==> src/rtl/ccd_pkg.sv <==
package ccd_pkg;

  typedef struct packed {
    logic [2:0] mdiv;
    logic [1:0] sdiv;
    logic [1:0] fsdiv;
  } ccd_cfg_t;

  // master stage: codes 0..4 map to ratio code+1, the rest to one
  function automatic int master_ratio(input logic [2:0] code);
    int r;
    case (code)
      3'd0: r = 1;
      3'd1: r = 2;
      3'd2: r = 3;
      3'd3: r = 4;
      3'd4: r = 5;
      default: r = 1;
    endcase
    return r;
  endfunction

  // later stages: slowest ratio at code zero, halving per code step
  function automatic int halving_ratio(input int slowest, input logic [1:0] code);
    return slowest >> code;
  endfunction

endpackage

==> src/rtl/ccd_cfg_reg.sv <==
module ccd_cfg_reg
  import ccd_pkg::*;
(
  input  logic     clk,
  input  logic     rst_n,
  input  logic     wr,
  input  logic [6:0] din,
  output ccd_cfg_t q
);

  always_ff @(posedge clk) begin
    if (!rst_n)  q <= '0;
    else if (wr) q <= ccd_cfg_t'(din);
  end

  AST_CFG_HOLD: assert property (@(posedge clk) disable iff (!rst_n)
    !wr |=> $stable(q));

endmodule

==> src/rtl/ccd_div_stage.sv <==
module ccd_div_stage #(
  parameter int RW        = 12,
  parameter int RST_RATIO = 1
) (
  input  logic          clk,
  input  logic          rst_n,
  input  logic          in_en,
  input  logic [RW-1:0] ratio_req,
  output logic          out_en,
  output logic [RW-1:0] ratio_act
);

  logic [RW-1:0] cnt_q;
  logic [RW-1:0] act_q;
  logic          tc;

  assign tc = in_en && (cnt_q == act_q - RW'(1));

  always_ff @(posedge clk) begin
    if (!rst_n) begin
      cnt_q <= '0;
      act_q <= RW'(RST_RATIO);
    end else if (in_en) begin
      if (tc) begin
        cnt_q <= '0;
        act_q <= ratio_req;
      end else begin
        cnt_q <= cnt_q + RW'(1);
      end
    end
  end

  assign out_en    = tc;
  assign ratio_act = act_q;

  AST_REQ_NONZERO: assert property (@(posedge clk) disable iff (!rst_n)
    ratio_req != '0);
  AST_CNT_IN_RANGE: assert property (@(posedge clk) disable iff (!rst_n)
    cnt_q < act_q);
  AST_ACT_AT_TC: assert property (@(posedge clk) disable iff (!rst_n)
    !$stable(act_q) |-> $past(tc));
  AST_OUT_NEEDS_IN: assert property (@(posedge clk) disable iff (!rst_n)
    out_en |-> in_en);

endmodule

==> src/rtl/codec_clkdiv_chain.sv <==
module codec_clkdiv_chain
  import ccd_pkg::*;
#(
  parameter int MDIV_MAX = 5,
  parameter int SCLK_MAX = 8,
  parameter int FS_MAX   = 2048
) (
  input  logic       clk,
  input  logic       rst_n,
  input  logic       cfg_wr,
  input  logic [6:0] cfg_data,
  output logic       dmclk_en,
  output logic       sclk_en,
  output logic       fs_strobe
);

  localparam int MW = $clog2(MDIV_MAX + 1);
  localparam int SW = $clog2(SCLK_MAX + 1);
  localparam int FW = $clog2(FS_MAX + 1);

  ccd_cfg_t      cfg_q;
  logic [MW-1:0] m_req, m_act;
  logic [SW-1:0] s_req, s_act;
  logic [FW-1:0] f_req, f_act;

  ccd_cfg_reg i_cfg (
    .clk  (clk),
    .rst_n(rst_n),
    .wr   (cfg_wr),
    .din  (cfg_data),
    .q    (cfg_q)
  );

  assign m_req = MW'(master_ratio(cfg_q.mdiv));
  assign s_req = SW'(halving_ratio(SCLK_MAX, cfg_q.sdiv));
  assign f_req = FW'(halving_ratio(FS_MAX, cfg_q.fsdiv));

  ccd_div_stage #(.RW(MW), .RST_RATIO(1)) i_mstage (
    .clk(clk), .rst_n(rst_n), .in_en(1'b1),
    .ratio_req(m_req), .out_en(dmclk_en), .ratio_act(m_act)
  );

  ccd_div_stage #(.RW(SW), .RST_RATIO(SCLK_MAX)) i_sstage (
    .clk(clk), .rst_n(rst_n), .in_en(dmclk_en),
    .ratio_req(s_req), .out_en(sclk_en), .ratio_act(s_act)
  );

  ccd_div_stage #(.RW(FW), .RST_RATIO(FS_MAX)) i_fstage (
    .clk(clk), .rst_n(rst_n), .in_en(dmclk_en),
    .ratio_req(f_req), .out_en(fs_strobe), .ratio_act(f_act)
  );

  AST_MDIV_RANGE: assert property (@(posedge clk) disable iff (!rst_n)
    (m_act >= MW'(1)) && (m_act <= MW'(MDIV_MAX)));
  AST_SCLK_POW2: assert property (@(posedge clk) disable iff (!rst_n)
    $onehot(s_act));
  AST_FS_POW2: assert property (@(posedge clk) disable iff (!rst_n)
    $onehot(f_act));
  AST_SCLK_WITH_DM: assert property (@(posedge clk) disable iff (!rst_n)
    sclk_en |-> dmclk_en);
  AST_FS_WITH_DM: assert property (@(posedge clk) disable iff (!rst_n)
    fs_strobe |-> dmclk_en);

endmodule

==> config.mk <==
export PLATFORM = sky130hd
export DESIGN_NAME = codec_clkdiv_chain
export DESIGN_NICKNAME = d
export VERILOG_FILES = /design/src/rtl/ccd_pkg.sv /design/src/rtl/ccd_cfg_reg.sv /design/src/rtl/ccd_div_stage.sv /design/src/rtl/codec_clkdiv_chain.sv
export SDC_FILE = /design/constraint.sdc
export NUM_CORES = 1
export LEC_CHECK = 0
export ABC_CLOCK_PERIOD_IN_PS = 4700
export BUFFER_PORTS_ARGS = -buffer_cell sky130_fd_sc_hd__buf_2
export CORE_MARGIN = 3
export CORE_UTILIZATION = 30
export DETAILED_ROUTE_END_ITERATION = 7
export GPL_ROUTABILITY_DRIVEN = 0
export GPL_TIMING_DRIVEN = 0
export PLACE_DENSITY = 0.53
export SETUP_SLACK_MARGIN = 0.2
export SKIP_CTS_REPAIR_TIMING = 1
export SYNTH_ARGS = -nofsm -noshare
export SYNTH_HDL_FRONTEND = slang
export SYNTH_HIERARCHICAL = 1
export SYNTH_SLANG_ARGS = --single-unit
==> constraint.sdc <==
create_clock -name clk -period 4.7 [get_ports clk]
set_input_delay 0.705 -clock clk [delete_from_list [all_inputs] [get_ports clk]]
set_output_delay 0.705 -clock clk [all_outputs]
set_load 0.005 [all_outputs]
==> results.md <==
- Worst skew pair latency: 300 ps
- Synth Instances: 287
- Most common cell after layout, fill and taps aside: dfxtp_1
- Overall Global Routing Usage: 0.1178
- Hold crit path type: reg -> reg
- Post-Syn Area: 2522 um^2
- Post-synth cell types: 51
- CP Cell Sequence: inv_1 > ha_1 > xor2_1 > and4_4 > buf_6 > clkbuf_1 > o2111ai_1 > nor3_1 > o2111ai_1 > nor2_1 > buf_2
- Root buffer cell: clkbuf_8
- Die area: 9544 um^2
- Drt pass-1 iters: 4
- Most frequent cells in the layout: dfxtp_1, nand2_1, nor2_1, nand3_1, xnor2_1
- Worst path max stage delay: 350 ps
- Worst-path maximum fanout: 15
- Number of flops mapped to enable cells by yosys: 0
- Via/cell ratio: 4.743
- Fmax: 272.3 MHz
- Drt wl/cell: 12.49 um
- Final Skew: 7.068 ps
- DR iter-0 viols: 77
- Gate power share: 0.209
- Synth Flop Type: dfxtp_1
- Lkg Pwr: 1.034 nW
- Worst Hold Launch: i_mstage/ratio_act[1]$_SDFFE_PN0P_
- Critical path's most frequent cell: o2111ai_1
- CTS Sinks: 45
- Peak supply drop: 0.0002168 V
- Crit path DAT: 2970 ps
- Worst R2R Path Depth: 11
- Pin count of the biggest net entering global routing: 23
- Starting density of the core: 0.3182
- Worst Path Required: 3990 ps
- CTS tree: yes
- Most Crowded Layer GR: met2
- Non-Filler Instances: 420
- Relative slew margins: 0.6274
- Final Cycle Share: 0.7814
- Count of final max-slew check failures: 0
- Layout Nets: 333
- Sequential share of power: 0.490
- Critical Path Sink Type: output port
- Setup_tns: 0 ps
- CP max stage cell: dfxtp_1
- PD cells: 311.7 nW/um^2
- Mapped Avg Cell Area: 8.789 um^2
- CTS buffer count: 5
- # port buffers: 11
- Slew @ Worst Pin: 558.8 ps
- Sw power: 0.2688 mW
- Global-route wire length before repair: 9.225 mm
- Unrepaired setup endpoints after global routing: false
- Final setup violation count: 0
- H-tree Lvls: 2
- Fin. Hold Viols: 0
- Clock-pin slew on the worst setup and hold paths: 90 ps
- Switching share of power: 0.3025
- Core Area: 7928 um^2
- Met1 GRT Util: 0.1695
- Met2 Track Usage GR: 0.1750
- Max clock buf depth: 2
- End of the worst register-to-register path: i_fstage/cnt_q[11]$_SDFFE_PN0P_
- Layout cells sized above 1: 0.1038
- Reg-to-Reg Start: i_mstage/ratio_act[0]$_SDFFE_PN1P_
- Cells after DPL: 412
- Max-cap viol count: 0
- Reg2Reg Setup Slack: 1590 ps
- Sequential area share after synthesis: 0.3571
- Grt total ovfl: 0
- Crit Path Class: reg -> out
- Synthesis Warnings: 6
- Fillcell total: 840
- Die H: 97.70 um
- ANT cells: 0
- Asr flop ratio synth: 0
- Vias in the first global route: 1888
- M3 GR Usage: 0.02800
- Clock Power Share: 0.301
- Pwr Total: 0.8885 mW
- Drt drc: 0
- IO Pins: 13
- # rows: 32
- Hold Path Sink: i_mstage/ratio_act[1]$_SDFFE_PN0P_
- Status: finished, final reports clean
- Routed Antenna Nets: 0
- Initial antenna violation count: 0
- Routed WL: 5.247 mm
- Vias: 1992
- CP Launch Type: flop
- Post-synthesis register bit count: 45
- Area delta synth->final: 13.00%
- Die Wd: 97.70 um
- Hold path cells: 2
- Power Internal: 0.6197 mW
- Hpwl dp: 3.778 mm
- Minimum clock period: 3673 ps
## layout make-up
cell class                      instances  area (um^2)  area share
Clock inverter                          2        17.52    0.006146
Timing Repair Buffer                   11        55.05     0.01932
Tap cell                              102        127.6     0.04478
Sequential cell                        45        900.9      0.3161
Buffer                                 10        62.56     0.02195
Clock buffer                            6        82.58     0.02897
Inverter                                9        33.78     0.01185
Multi-Input combinational cell        235         1570      0.5509
## Yosys cell counts, types with 3 or more instances
master	count	area (um^2)
nand2b_1	5	31.28
nand3_1	20	100.1
a21oi_1	15	75.07
nor3_1	6	30.03
xor2_1	17	148.9
nand4_1	4	25.02
and2_1	3	18.77
o21ai_1	4	20.02
nand2_1	21	78.83
buf_6	3	33.78
nor2b_1	16	100.1
clkbuf_1	5	18.77
o21ai_0	12	60.06
ha_1	6	75.07
nand3b_1	4	30.03
nor2_1	20	75.07
inv_1	9	33.78
mux2i_1	14	140.1
xnor2_1	18	157.7
dfxtp_1	45	900.9
## cells by family after synthesis
| group | share of synthesized area |
|---|---|
| compound gates | 0.1295 |
| xor+xnor | 0.1305 |
| fa+ha+maj | 0.02976 |
| buf+inv | 0.03819 |
| flops | 0.3571 |
| mux | 0.06002 |
| other cells | 0.002977 |
| simple gates | 0.2520 |
## state kept, by name (all words and copies together) (netlist names)
| name | count |
|---|---|
| i_fstage/cnt_q | 12 |
| i_fstage/ratio_act | 12 |
| i_cfg/q | 7 |
| i_sstage/cnt_q | 4 |
| i_sstage/ratio_act | 4 |
| i_mstage/cnt_q | 3 |
| i_mstage/ratio_act | 3 |
## worst max-delay path, delay by kind of cell, from the launching register on
family	cells	cell delay [ps]
AND/OR/NAND/NOR	3	740
buffers and inverters	4	690
AO/OA/AOI/OAI	2	380
flip-flops	1	350
adder cells (fa/ha/maj)	1	300
XOR/XNOR	1	190
## metrics by stage
step | area, um^2 | hold WS [ps] | util | setup WS, ps
5_1_grt | 2850 | 498.5 | 0.3595 | 815.4
4_1_cts | 2850 | 468.5 | 0.3595 | 993.5
2_1_floorplan | 2567 | 434.7 | - | 1853
3_3_place_gp | 2750 | 445.5 | 0.3469 | 1396
3_5_place_dp | 2750 | 454.2 | 0.3469 | 1355
6_report | 2850 | 462.6 | 0.3595 | 1027
## power by group through the flow
stage / clock, mW / combinational (mW) / sequential [mW]
2_1_floorplan: 0 / 0.149 / 0.437
3_3_place_gp: 0 / 0.182 / 0.443
3_5_place_dp: 0 / 0.187 / 0.444
4_1_cts: 0.284 / 0.188 / 0.435
5_1_grt: 0.303 / 0.210 / 0.440
6_report: 0.268 / 0.186 / 0.435
## how the worst max path moves through the flow
stage | depth (start not counted) | startpoint | endpoint | slack [ps]
final | 11 | i_mstage/ratio_act[0]$_SDFFE_PN1P_ | fs_strobe | 1030
after global routing | 11 | i_mstage/ratio_act[0]$_SDFFE_PN1P_ | fs_strobe | 820
after CTS | 11 | i_mstage/ratio_act[0]$_SDFFE_PN1P_ | fs_strobe | 990
after detailed placement | 11 | i_mstage/ratio_act[0]$_SDFFE_PN1P_ | fs_strobe | 1350
after global placement | 11 | i_mstage/ratio_act[0]$_SDFFE_PN1P_ | fs_strobe | 1400
after floorplan | 10 | i_mstage/ratio_act[0]$_SDFFE_PN1P_ | fs_strobe | 1850
## metal layers
layer  up-vias  part of all wire  wire length, um
met5         -                 0                0
met4         0            0.0093               49
met3         2             0.019              101
met2        17              0.44             2319
met1       925              0.53             2776
li1       1048                 -                -
No activity file was read; power rests on OpenSTA's default activity.
